--- config.mk ---
export PLATFORM = sky130hd
export DESIGN_NAME = yuyv_packer
export DESIGN_NICKNAME = d
export VERILOG_FILES = /design/src/rtl/yuyv_pkg.sv /design/src/rtl/yuyv_ctrl.sv /design/src/rtl/yuyv_dpath.sv /design/src/rtl/yuyv_packer.sv
export SDC_FILE = /design/constraint.sdc
export NUM_CORES = 1
export LEC_CHECK = 0
export BUFFER_PORTS_ARGS = -buffer_cell sky130_fd_sc_hd__buf_2
export CAP_MARGIN = 20
export CORE_UTILIZATION = 60
export CTS_BUF_LIST = sky130_fd_sc_hd__clkbuf_8
export CTS_CLUSTER_DIAMETER = 80
export DETAILED_ROUTE_END_ITERATION = 16
export GPL_ROUTABILITY_DRIVEN = 0
export HOLD_SLACK_MARGIN = 0.03
export MAX_ROUTING_LAYER = met4
export PLACE_DENSITY_LB_ADDON = 0.05
export SYNTH_ARGS = -nofsm -noshare
export SYNTH_HDL_FRONTEND = slang
export SYNTH_HIERARCHICAL = 1
export SYNTH_SLANG_ARGS = --single-unit
--- constraint.sdc ---
create_clock -name clk -period 8.5 [get_ports clk]
set_clock_uncertainty 0.05 [all_clocks]
set_input_delay 1.275 -clock clk [delete_from_list [all_inputs] [get_ports clk]]
set_output_delay 1.275 -clock clk [all_outputs]
set_load 0.01 [all_outputs]
--- src/rtl/yuyv_pkg.sv ---
package yuyv_pkg;

  typedef enum logic [1:0] {
    PH_Y0 = 2'd0,
    PH_U  = 2'd1,
    PH_Y1 = 2'd2,
    PH_V  = 2'd3
  } phase_e;

  typedef enum logic [1:0] {
    S_IDLE  = 2'd0,
    S_REQ   = 2'd1,
    S_WAIT  = 2'd2,
    S_WRITE = 2'd3
  } state_e;

  // strobes from control to datapath
  typedef struct packed {
    logic   load;
    logic   capture;
    phase_e phase;
    logic   nextPair;
    logic   nextLine;
  } strobes_t;

  // position flags from datapath to control
  typedef struct packed {
    logic lastPair;
    logic lastLine;
  } pos_t;

endpackage

--- src/rtl/yuyv_ctrl.sv ---
module yuyv_ctrl
  import yuyv_pkg::*;
#(
  parameter int DIM_W = 12
) (
  input  logic             clk,
  input  logic             rstN,
  input  logic             start,
  input  logic [DIM_W-1:0] cfgWidth,
  input  logic [DIM_W-1:0] cfgHeight,
  input  logic             rdReady,
  input  logic             rdValid,
  input  logic             wrReady,
  input  pos_t             pos,
  output strobes_t         stb,
  output logic             rdReq,
  output logic             wrValid,
  output logic             busy,
  output logic             done,
  output logic             err
);

  state_e state;
  phase_e phaseR;
  logic   cfgOk;
  logic   frameEnd;
  logic   wordTaken;

  assign cfgOk = (cfgWidth != '0) && (cfgHeight != '0) &&
                 !cfgWidth[0] && !cfgHeight[0];

  assign rdReq     = (state == S_REQ);
  assign wrValid   = (state == S_WRITE);
  assign busy      = (state != S_IDLE);
  assign wordTaken = (state == S_WRITE) && wrReady;
  assign frameEnd  = wordTaken && pos.lastPair && pos.lastLine;

  always_comb begin
    stb          = '0;
    stb.phase    = phaseR;
    stb.load     = (state == S_IDLE) && start && cfgOk;
    stb.capture  = (state == S_WAIT) && rdValid;
    if (wordTaken && !frameEnd) begin
      if (pos.lastPair) stb.nextLine = 1'b1;
      else              stb.nextPair = 1'b1;
    end
  end

  always_ff @(posedge clk) begin
    if (!rstN) begin
      state  <= S_IDLE;
      phaseR <= PH_Y0;
      done   <= 1'b0;
      err    <= 1'b0;
    end else begin
      done <= frameEnd;
      unique case (state)
        S_IDLE: begin
          if (start) begin
            err <= !cfgOk;
            if (cfgOk) begin
              state  <= S_REQ;
              phaseR <= PH_Y0;
            end
          end
        end
        S_REQ: begin
          if (rdReady) state <= S_WAIT;
        end
        S_WAIT: begin
          if (rdValid) begin
            if (phaseR == PH_V) begin
              state <= S_WRITE;
            end else begin
              state  <= S_REQ;
              phaseR <= phase_e'(phaseR + 2'd1);
            end
          end
        end
        S_WRITE: begin
          if (wrReady) begin
            phaseR <= PH_Y0;
            state  <= frameEnd ? S_IDLE : S_REQ;
          end
        end
        default: state <= S_IDLE;
      endcase
    end
  end

endmodule

--- src/rtl/yuyv_dpath.sv ---
module yuyv_dpath
  import yuyv_pkg::*;
#(
  parameter int ADDR_W = 32,
  parameter int DIM_W  = 12
) (
  input  logic              clk,
  input  logic              rstN,
  input  strobes_t          stb,
  input  logic [DIM_W-1:0]  cfgWidth,
  input  logic [DIM_W-1:0]  cfgHeight,
  input  logic [DIM_W-1:0]  cfgInPad,
  input  logic [ADDR_W-1:0] cfgPitch,
  input  logic [ADDR_W-1:0] yBase,
  input  logic [ADDR_W-1:0] uBase,
  input  logic [ADDR_W-1:0] vBase,
  input  logic [ADDR_W-1:0] outBase,
  input  logic [7:0]        rdData,
  output pos_t              pos,
  output logic [ADDR_W-1:0] rdAddr,
  output logic [ADDR_W-1:0] wrAddr,
  output logic [31:0]       wrData
);

  // frame settings captured at start
  logic [DIM_W-1:0]  widthR, heightR, padR;
  logic [ADDR_W-1:0] pitchR, uBaseR, vBaseR;
  // walking pointers
  logic [DIM_W-1:0]  pairIdx, rowIdx;
  logic [ADDR_W-1:0] yRow, cRow, oRow;
  // gathered bytes of the current pair
  logic [7:0] y0B, uB, y1B, vB;

  logic [ADDR_W-1:0] lumaStride, chromaStride, pairOff, lumaOff;

  assign lumaStride   = ADDR_W'(widthR) + ADDR_W'(padR);
  assign chromaStride = lumaStride >> 1;
  assign pairOff      = ADDR_W'(pairIdx);
  assign lumaOff      = pairOff << 1;

  assign pos.lastPair = (pairIdx == (widthR >> 1) - DIM_W'(1));
  assign pos.lastLine = (rowIdx == heightR - DIM_W'(1));

  always_comb begin
    unique case (stb.phase)
      PH_Y0:   rdAddr = yRow + lumaOff;
      PH_U:    rdAddr = uBaseR + cRow + pairOff;
      PH_Y1:   rdAddr = yRow + lumaOff + ADDR_W'(1);
      default: rdAddr = vBaseR + cRow + pairOff;
    endcase
  end

  assign wrAddr = oRow + (pairOff << 2);
  assign wrData = {vB, y1B, uB, y0B};

  always_ff @(posedge clk) begin
    if (!rstN) begin
      widthR  <= '0;
      heightR <= '0;
      padR    <= '0;
      pitchR  <= '0;
      uBaseR  <= '0;
      vBaseR  <= '0;
      pairIdx <= '0;
      rowIdx  <= '0;
      yRow    <= '0;
      cRow    <= '0;
      oRow    <= '0;
    end else if (stb.load) begin
      widthR  <= cfgWidth;
      heightR <= cfgHeight;
      padR    <= cfgInPad;
      pitchR  <= cfgPitch;
      uBaseR  <= uBase;
      vBaseR  <= vBase;
      pairIdx <= '0;
      rowIdx  <= '0;
      yRow    <= yBase;
      cRow    <= '0;
      oRow    <= outBase;
    end else if (stb.nextLine) begin
      pairIdx <= '0;
      rowIdx  <= rowIdx + DIM_W'(1);
      yRow    <= yRow + lumaStride;
      oRow    <= oRow + pitchR;
      if (rowIdx[0]) cRow <= cRow + chromaStride;
    end else if (stb.nextPair) begin
      pairIdx <= pairIdx + DIM_W'(1);
    end
  end

  always_ff @(posedge clk) begin
    if (!rstN) begin
      y0B <= '0;
      uB  <= '0;
      y1B <= '0;
      vB  <= '0;
    end else if (stb.capture) begin
      unique case (stb.phase)
        PH_Y0:   y0B <= rdData;
        PH_U:    uB  <= rdData;
        PH_Y1:   y1B <= rdData;
        default: vB  <= rdData;
      endcase
    end
  end

endmodule

--- src/rtl/yuyv_packer.sv ---
module yuyv_packer
  import yuyv_pkg::*;
#(
  parameter int ADDR_W = 32,
  parameter int DIM_W  = 12
) (
  input  logic              clk,
  input  logic              rstN,
  input  logic              start,
  input  logic [DIM_W-1:0]  cfgWidth,
  input  logic [DIM_W-1:0]  cfgHeight,
  input  logic [DIM_W-1:0]  cfgInPad,
  input  logic [ADDR_W-1:0] cfgPitch,
  input  logic [ADDR_W-1:0] yBase,
  input  logic [ADDR_W-1:0] uBase,
  input  logic [ADDR_W-1:0] vBase,
  input  logic [ADDR_W-1:0] outBase,
  output logic              rdReq,
  output logic [ADDR_W-1:0] rdAddr,
  input  logic              rdReady,
  input  logic              rdValid,
  input  logic [7:0]        rdData,
  output logic              wrValid,
  output logic [ADDR_W-1:0] wrAddr,
  output logic [31:0]       wrData,
  input  logic              wrReady,
  output logic              busy,
  output logic              done,
  output logic              err
);

  strobes_t stb;
  pos_t     pos;

  yuyv_ctrl #(.DIM_W(DIM_W)) u_ctrl (
    .clk      (clk),
    .rstN     (rstN),
    .start    (start),
    .cfgWidth (cfgWidth),
    .cfgHeight(cfgHeight),
    .rdReady  (rdReady),
    .rdValid  (rdValid),
    .wrReady  (wrReady),
    .pos      (pos),
    .stb      (stb),
    .rdReq    (rdReq),
    .wrValid  (wrValid),
    .busy     (busy),
    .done     (done),
    .err      (err)
  );

  yuyv_dpath #(.ADDR_W(ADDR_W), .DIM_W(DIM_W)) u_dpath (
    .clk      (clk),
    .rstN     (rstN),
    .stb      (stb),
    .cfgWidth (cfgWidth),
    .cfgHeight(cfgHeight),
    .cfgInPad (cfgInPad),
    .cfgPitch (cfgPitch),
    .yBase    (yBase),
    .uBase    (uBase),
    .vBase    (vBase),
    .outBase  (outBase),
    .rdData   (rdData),
    .pos      (pos),
    .rdAddr   (rdAddr),
    .wrAddr   (wrAddr),
    .wrData   (wrData)
  );

endmodule

=== Yosys cells after proc, flatten, opt, wreduce, memory -nomap -nowiden ===
Cells that the tools add are included.
W data, S select, Z words.

* Add/subtract/negate cells: 16
* Equality and inequality tests: 14
* Multiplexer cells: 22
* Bitwise gates (word level): 2
* Reduce and logical (&&, ||, !) cells: 32

{| class="wikitable"
|+ Operators with widths
! cell !! count
|-
| $add A32 B32 Y32 || 4
|-
| $mux W32 || 4
|-
| $pmux W32 S3 || 1
|-
| $add A32 B12 Y32 || 2
|-
| $add A32 B1 Y32 const B || 1
|-
| $add A32 B13 Y32 || 1
|-
| $add A32 B14 Y32 || 1
|-
| $add A32 B31 Y32 || 1
|-
| $add A12 B1 Y12 const B || 2
|-
| $eq A12 B12 Y1 || 2
|-
| $mux W2 || 12
|-
| $reduce_bool A12 Y1 || 2
|-
| $add A12 B12 Y13 || 1
|-
| $reduce_and A2 Y1 || 6
|-
| $sub A11 B1 Y12 const B || 1
|-
| $sub A12 B1 Y12 const B || 1
|-
| $logic_and A1 B1 Y1 || 10
|-
| $eq A2 B2 Y1 const B || 4
|-
| $pmux W2 S4 || 1
|-
| $ne A2 B1 Y1 const B || 3
|-
| $ne A2 B2 Y1 const B || 3
|-
| $pmux W2 S3 || 1
|-
| $reduce_and A6 Y1 || 1
|-
| $reduce_or A3 Y1 || 2
|-
| 10 further kinds || 19
|}

* Register bits after elaboration: 290
* Bits of input ports: 210
* Output and inout port bits: 101
* Logic and storage cells: 105

=== Logic depth before layout (Yosys ltp) ===
Gate-level depths: netlist of run 1.

* Depth in word-level cells: 9
* Gate-level depth with buffers: 21
* Mapped depth without buffers: 21

=== By module ===
Netlist of run 1, hierarchy kept.

{| class="wikitable"
|+ Modules (own cells, without submodules)
! module !! times used !! cells each !! area an instance (µm²) !! sequential area each (µm²)
|-
| yuyv_dpath || 1 || 2666 || 21724.6 || 5685.5
|-
| yuyv_ctrl || 1 || 53 || 456.7 || 120.1
|}

=== Worst setup path after synthesis of run 1 ===
Ideal clock, no wire load.

* Kind: register to output
* Start point: register u_dpath.pairIdx[2]
* End point: output rdAddr[30]
* Data arrival time: 3709 ps
* Required time: 7175 ps
* Setup slack: 3466 ps
* Cell stages (with the launch flop): 12
* Buffers on the path: 0
* Cell sequence: dfxtp_1 > fa_1 > ha_1 > a211o_1 > o211ai_1 > a21boi_1 > a221o_1 > a31o_2 > a311o_1 > a221oi_1 > o31ai_1 > a2111oi_2

* Cells in the longest elaborated chain, start to end: 3
* Elaborated cells on any way between the ends: 5
* Those cells by class: 4 x add/sub; 1 x mux

{| class="wikitable"
|+ Ends and longest elaborated chain
! item !! RTL line !! source
|-
| start: declaration || yuyv_dpath.sv:29 || <nowiki>logic [DIM_W-1:0] pairIdx, rowIdx;</nowiki>
|-
| start signal: assignment || yuyv_dpath.sv:88 || <nowiki>pairIdx <= pairIdx + DIM_W'(1);</nowiki>
|-
| $add A32 B13 Y32 || yuyv_dpath.sv:46, yuyv_dpath.sv:48 ||
|-
| $add A32 B1 Y32 || yuyv_dpath.sv:48 || <nowiki>PH_Y1: rdAddr = yRow + lumaOff + ADDR_W'(1);</nowiki>
|-
| $pmux W32 S3 * || yuyv_dpath.sv:45 || <nowiki>unique case (stb.phase)</nowiki>
|-
| end: declaration || yuyv_packer.sv:19 || <nowiki>output logic [ADDR_W-1:0] rdAddr,</nowiki>
|}

Every way passes the cells marked *; elsewhere a longest branch is shown, timed or not.

=== Worst setup path after layout of run 1 ===
* Start point: register u_dpath.pairIdx[1]
* End point: output rdAddr[27]

The elaborated chain is that of the path after synthesis.

==> results.tsv, run 1 <==
metric	value	unit
status	complete, no violations	
r2r_slack	3.06	ns
cts.sinks	290	
drtPass1Iterations	5	
grt-ovfl-total	0	
area_growth	12.6	%
yosysUniqueCellTypes	94	
place_inst	3384	
dp_hpwl	49600	microns
cts_resized	0	
cts_buffers	52	
finalSetupTns	0	ns
tritoncts	yes	
rr_startpoint	u_dpath/widthR[1]	
drt-total-wl	65000	microns
synth_top_area_share	26.2	%
leakage	11.3	nW
nets	3408	
synth_nets	3157	
htreeDepth	2	
relSlewSlack	26.2	%
final_max_slew_viol_count	0	
core_area	0.0365	sq mm
worstMarginPinSlew	1.11	ns
setup-violations-final	0	
io_buffers	310	
root_buffer	clkbuf_8	
cp-start-kind	register	
grt_pass1_vias	20100	
final_cells	3478	
yosys.area.top_type	dfxtp_1	
endpoint_kind	output port	
crit_type	reg2out	
die_w	194	microns
rr_worst_depth	19	
hold_path_depth	2	
hold_violations	0	
synth.top_cells.by_count	nor2_1, dfxtp_1, a21oi_1	
die_area	0.0377	sq mm
worstHoldPathType	reg2reg	
start_util	60.7	%
vias	21200	
synth_edf_count	0	
grt_max_degree	99	
fin_ws	2.03	ns
min_from	u_dpath/uB[3]	
maxCapViolCount	0	
synthFlopType	dfxtp_1	
yosysSeqAreaShare	26.2	%
antenna_found_initial	1	
p_total	3.27	mW
peakVddDrop	0.113	mV
grt_pass1_wl	103000	microns
drive_gt1_share	14.8	%
drcViolationCount	0	
rsz0062_at_grt	no	
yosysMostFrequentCell	nor2_1	
avgViaCountPerCell	6.10	
fp.dieH	194	microns
ys_warn_count	6	
num_rows	70	
ios	311	
synth_area_leaders	dfxtp_1, ha_1, mux2i_1	
worstSetupEndpoint	rdAddr[27]	
cp_data_arrival_time	5.14	ns
synth_cells	2719	
wl_per_cell	18.7	microns
powerDensity	131	mW/mm^2
hold_buffers	0	
preCtsSetupSlack	2.81	ns
first_iter_violations	1437	
async_flop_share	0	%
fmax	0.155	GHz
fin_crit	6.47	ns
r2r_end	u_dpath/yRow[27]	
ys_ff_latch	290	
avgSynthCellArea	8.16	sq um
cp.required	7.17	ns
clk_pin_slew_worst_paths	0.06	ns
finalCritPeriodShare	76.1	%
critPathLaunch	u_dpath/pairIdx[1]	
crit_path_max_fanout	10	
grt_util_all_layers	34.6	%
ctsLongestPathBuffers	3	
cts_setup_buffers	0	
clk_latency	0.67	ns
postRouteAntennaNets	0	
syn_area	0.0222	sq mm
flip-flops by register name (all words and copies together) (netlist names), 12 cells and up:
name / count
u_dpath/padR: 12
u_dpath/yRow: 32
u_dpath/rowIdx: 12
u_dpath/vBaseR: 32
u_dpath/heightR: 12
u_dpath/oRow: 32
u_dpath/widthR: 12
u_dpath/uBaseR: 32
u_dpath/pitchR: 32
u_dpath/pairIdx: 12
u_dpath/cRow: 32
kinds of logic after synthesis:
logic type	synth area share, %
compound gates	19.7
xor+xnor	9.44
fa+ha+maj	13.9
buf+inv	3.59
flops	26.2
mux	8.30
simple gates	18.8
power by group:
part	internal, mW	switching, mW	total [mW]
clock network	0.707	0.608	1.31
registers	1.41	0.0595	1.46
logic	0.216	0.279	0.495
total	2.33	0.946	3.27
final cells by class:
type	count	area, sq um
multi-input combinational	2231	15600
fill	3141	11600
sequential	290	5810
timing repair buffer	323	1650
clock buffer	67	922
tap	468	586
inverter	72	275
clock inverter	25	126
antenna	2	5.00
worst min path at each step:
stage	end	slack, ns
after floorplan	u_ctrl/phaseR[1]	0.40
after global placement	u_dpath/uB[2]	0.39
after detailed placement	u_dpath/uB[3]	0.40
after CTS	u_dpath/uB[3]	0.41
after global routing	u_dpath/uB[2]	0.42
final	u_dpath/uB[3]	0.41
layout by cell type (no fill, tap or decap), types with 21 or more instances in the layout:
cell type | synthesis | layout
and3_1 | 39 | 38
xor2_1 | 86 | 86
buf_2 | 8 | 310
dfxtp_1 | 290 | 288
a21o_1 | 55 | 55
or3_1 | 27 | 27
clkbuf_8 | 0 | 67
o21ai_0 | 153 | 153
fa_1 | 32 | 32
nand4_1 | 29 | 29
xnor2_1 | 153 | 153
nand3_1 | 81 | 81
nand2b_1 | 21 | 21
a211oi_1 | 38 | 38
nand2_1 | 179 | 178
o21bai_1 | 22 | 22
mux2i_1 | 175 | 175
ha_1 | 196 | 196
a21oi_1 | 235 | 235
inv_1 | 71 | 87
nor3_1 | 48 | 48
nor2_1 | 373 | 372
per-layer routing:
metal | wire [microns] | track usage, % | share of wire [%]
met3 | 4180 | 5.06 | 6.4
met1 | 28100 | 43.0 | 43
met5 | 0 | - | 0
met4 | 2210 | 13.6 | 3.4
met2 | 30600 | 56.6 | 47
stage by stage:
step           util [%]  cell area (sq um)  hold WS (ns)
2_1_floorplan         -              22200         0.404
3_3_place_gp       65.5              23900         0.391
3_5_place_dp       65.5              23900         0.399
4_1_cts            68.3              25000         0.407
5_1_grt            68.4              25000         0.422
6_report           68.4              25000         0.406
worst max-delay path: stages, from the launching register on:
cell	delay, ns
dfxtp_1	0.65
fa_1	0.53
ha_1	0.25
inv_1	0.07
fa_1	0.20
nor2b_1	0.07
o31ai_1	0.36
a21oi_1	0.21
a221oi_1	0.55
o21ai_0	0.26
a41oi_1	0.38
nor2b_1	0.31
nor4_1	0.09
nor3_1	0.20
o221ai_1	0.16
buf_2	0.19
Note: power is estimated with default switching activity, not from simulation.
==> inputs of run 2 (changes only) <==
--- a/config.mk
+++ b/config.mk
@@ -5,9 +5,10 @@
 export SDC_FILE = /design/constraint.sdc
 export NUM_CORES = 1
 export LEC_CHECK = 0
+export ABC_AREA = 1
 export BUFFER_PORTS_ARGS = -buffer_cell sky130_fd_sc_hd__buf_2
 export CAP_MARGIN = 20
-export CORE_UTILIZATION = 60
+export CORE_UTILIZATION = 55
 export CTS_BUF_LIST = sky130_fd_sc_hd__clkbuf_8
 export CTS_CLUSTER_DIAMETER = 80
 export DETAILED_ROUTE_END_ITERATION = 16
==> constraint.sdc (replaced) <==
create_clock -name clk -period 5.9 [get_ports clk]
set_clock_uncertainty 0.05 [all_clocks]
set_input_delay 0.885 -clock clk [delete_from_list [all_inputs] [get_ports clk]]
set_output_delay 0.885 -clock clk [all_outputs]
set_load 0.01 [all_outputs]
==> run 2 against run 1 <==
  * Sequential share of layout area decreased by 1.7 points
  * First-iteration DRC count rose by 53%
  * Synthesized cell count is 36% higher
  * Final area grew 7.9%
  * Routed wire length is 19% higher
  * Via count rose by 21%
  * Flip-flop and latch count did not move
  * Worst hold slack got worse by 0.023 ns
  * Highest routed layer unchanged
==> results.tsv, run 2 <==
metric	value	unit	change
setup-violations-final	0		unchanged
tritoncts	yes		
finalCritPeriodShare	89.2	%	
ctsLongestPathBuffers	3		unchanged
relSlewSlack	44.6	%	+18 points
yosysMostFrequentCell	nand2_1		
maxCapViolCount	0		unchanged
mostFrequentLayoutCell	nand2_1		
drt-total-wl	77700	microns	+19%
crit_path_max_incr_delay	0.57	ns	-0.08 ns
crit_path_cell_trace	inv_1 > fa_1 > inv_1 > ha_1 > inv_1 > fa_1 > inv_1 > nand2_1 > o21ai_1 > a21oi_1 > o21ai_1 > inv_1 > o21ai_1 > nand4_1 > nand2_1 > nand2_1 > nand2_1 > nand2_1 > nand3_1 > buf_2		
drive_gt1_share	12.9	%	-1.9 points
clk_pin_slew_worst_paths	0.06	ns	about the same
synth.top_cells.by_count	nand2_1, nor2_1, inv_1		
ys_warn_count	6		unchanged
syn_area	0.0239	sq mm	+7.7%
ys_ff_latch	290		unchanged
cts.sinks	290		unchanged
cts_buffers	49		-5.8%
grt_pass1_vias	23500		+17%
drcViolationCount	0		unchanged
design_area	0.0269	sq mm	+7.9%
synth_nets	4129		+31%
avgViaCountPerCell	5.61		-7.9%
synth_edf_count	0		unchanged
first_iter_violations	2198		+53%
powerDensity	209	mW/mm^2	+60%
hold_buffers	0		unchanged
postRouteAntennaNets	0		unchanged
crit_path_max_fanout	9		-1
async_flop_share	0	%	unchanged
path_delay_family	adder cells		
cts_setup_buffers	0		unchanged
avgSynthCellArea	6.47	sq um	-21%
yosysUniqueCellTypes	57		-39%
core_area	0.0424	sq mm	+16%
path_depth	20		+5
area_growth	12.8	%	
worstMarginPinSlew	0.826	ns	-0.279 ns
fp.dieH	210	microns	+8.3%
clk_latency	0.67	ns	about the same
hold_violations	0		unchanged
leakage	13.4	nW	+18%
crit_type	reg2out		
nets	4406		+29%
layout_common_cells	nand2_1, nor2_1, inv_1		
path_buf_inv	6		+4
ios	311		unchanged
num_rows	75		+7.1%
io_buffers	310		unchanged
finalSetupTns	0	ns	unchanged
fmax	0.190	GHz	
start_util	56.3	%	-4.4 points
fin_crit	5.26	ns	
root_buffer	clkbuf_8		
grt-ovfl-total	0		unchanged
peakVddDrop	0.234	mV	+110%
hold_path_depth	3		+1
cts_resized	0		unchanged
synthFlopType	dfxtp_1		
rsz0062_at_grt	no		
cp.required	4.97	ns	-2.20 ns
synth_top_area_share	24.3	%	-1.9 points
antennaDiodeCount	0		-2
dp_hpwl	61300	microns	+24%
cpMaxStageDelayCell	dfxtp_1		
cp-start-kind	register		
rr_worst_depth	21		+2
final_max_slew_viol_count	0		unchanged
die_w	210	microns	+8.3%
wl_per_cell	17.0	microns	-9.3%
grt_max_degree	82		-17%
place_area	0.0259	sq mm	+8.3%
synth_area_leaders	dfxtp_1, nand2_1, ha_1		
cp_data_arrival_time	4.33	ns	-0.81 ns
drtPass1Iterations	5		unchanged
status	complete, no violations		
endpoint_kind	output port		
yosys.area.top_type	dfxtp_1		
worstHoldPathType	in2reg		
grt_pass1_wl	122000	microns	+19%
die_area	0.0443	sq mm	+17%
synth_cells	3691		+36%
antenna_found_initial	0		-1
yosysSeqAreaShare	24.3	%	-1.9 points
htreeDepth	2		unchanged
vias	25700		+21%
grt_util_all_layers	35.6	%	+1.0 points
[run 2: cell types whose count changed in the layout (fill, tap and decap cells not counted), moves of 112 or more]
cell     change
o21ai_0    +153
nand3_1    +142
nand2_1    +559
inv_1      +292
xnor2_1    -112
nor2_1     +177
mux2i_1    -175
[run 2: worst reg2reg max path, stage by stage (launching register included)]
cell,delay [ns]
dfxtp_1,0.37
inv_1,0.12
ha_1,0.24
xnor2_1,0.17
xor2_1,0.16
o2111ai_1,0.12
nor2_1,0.11
nand2_1,0.06
nor4_1,0.56
nand2_1,0.11
nor2_1,0.53
nand2_1,0.55
nor2_1,0.28
nand2_1,0.09
nor2_1,0.18
nand2_1,0.12
nor4_1,0.27
nand2_1,0.12
nor2_1,0.15
nand2_1,0.07
nand2_1,0.05
nor2_1,0.04
[run 2: power by group]
part           internal [mW]  switching, mW
Sequential              2.10          0.152
Combinational          0.521          0.996
Clock                  0.992          0.872
[run 2: metal layers]
metal | part of all wire (%) | GRT usage, % | vias up
met1 | 43 | 45.4 | 11600
li1 | - | - | 12900
met2 | 45 | 56.8 | 1025
met3 | 7.1 | 4.95 | 194
met4 | 4.4 | 14.5 | 0
met5 | 0 | - | -
[run 2: final cells by class]
type / count / area (sq um)
inverter: 387 / 1460
clock inverter: 24 / 151
timing repair buffer: 326 / 1690
tap: 577 / 722
fill: 4182 / 15500
sequential: 290 / 5810
multi-input combinational: 2914 / 16300
clock buffer: 62 / 853
[run 2: kinds of logic after synthesis]
kind of cell,count (synthesis),synth area share [%]
simple gates,1752,31.6
compound gates,804,18.6
buf+inv,487,7.73
flops,290,24.3
fa+ha+maj,228,13.0
xor+xnor,130,4.77
[run 2: path summary, 6_finish.rpt]
kind	end	startpoint	slack, ns
setup / recovery	rdAddr[29]	u_dpath/pairIdx[0]	0.64
setup reg to reg	u_dpath/rowIdx[11]	u_dpath/widthR[1]	1.29
hold / removal	u_dpath/pitchR[17]	cfgPitch[17]	0.38
hold reg to reg	u_dpath/y1B[2]	u_dpath/y1B[2]	0.41
[run 2: stage by stage]
stage          instances  utilization [%]  hold WS [ns]  power (mW)  setup slack (ns)
2_1_floorplan       3691                -         0.402        3.26              2.08
4_1_cts             4579             63.4         0.346        5.65             0.658
5_1_grt             4580             63.5         0.365        5.94             0.315
6_report            4580             63.5         0.383        5.64             0.638
3_3_place_gp        4493             61.1         0.399        3.77              1.45
3_5_place_dp        4493             61.1         0.401        3.78              1.39
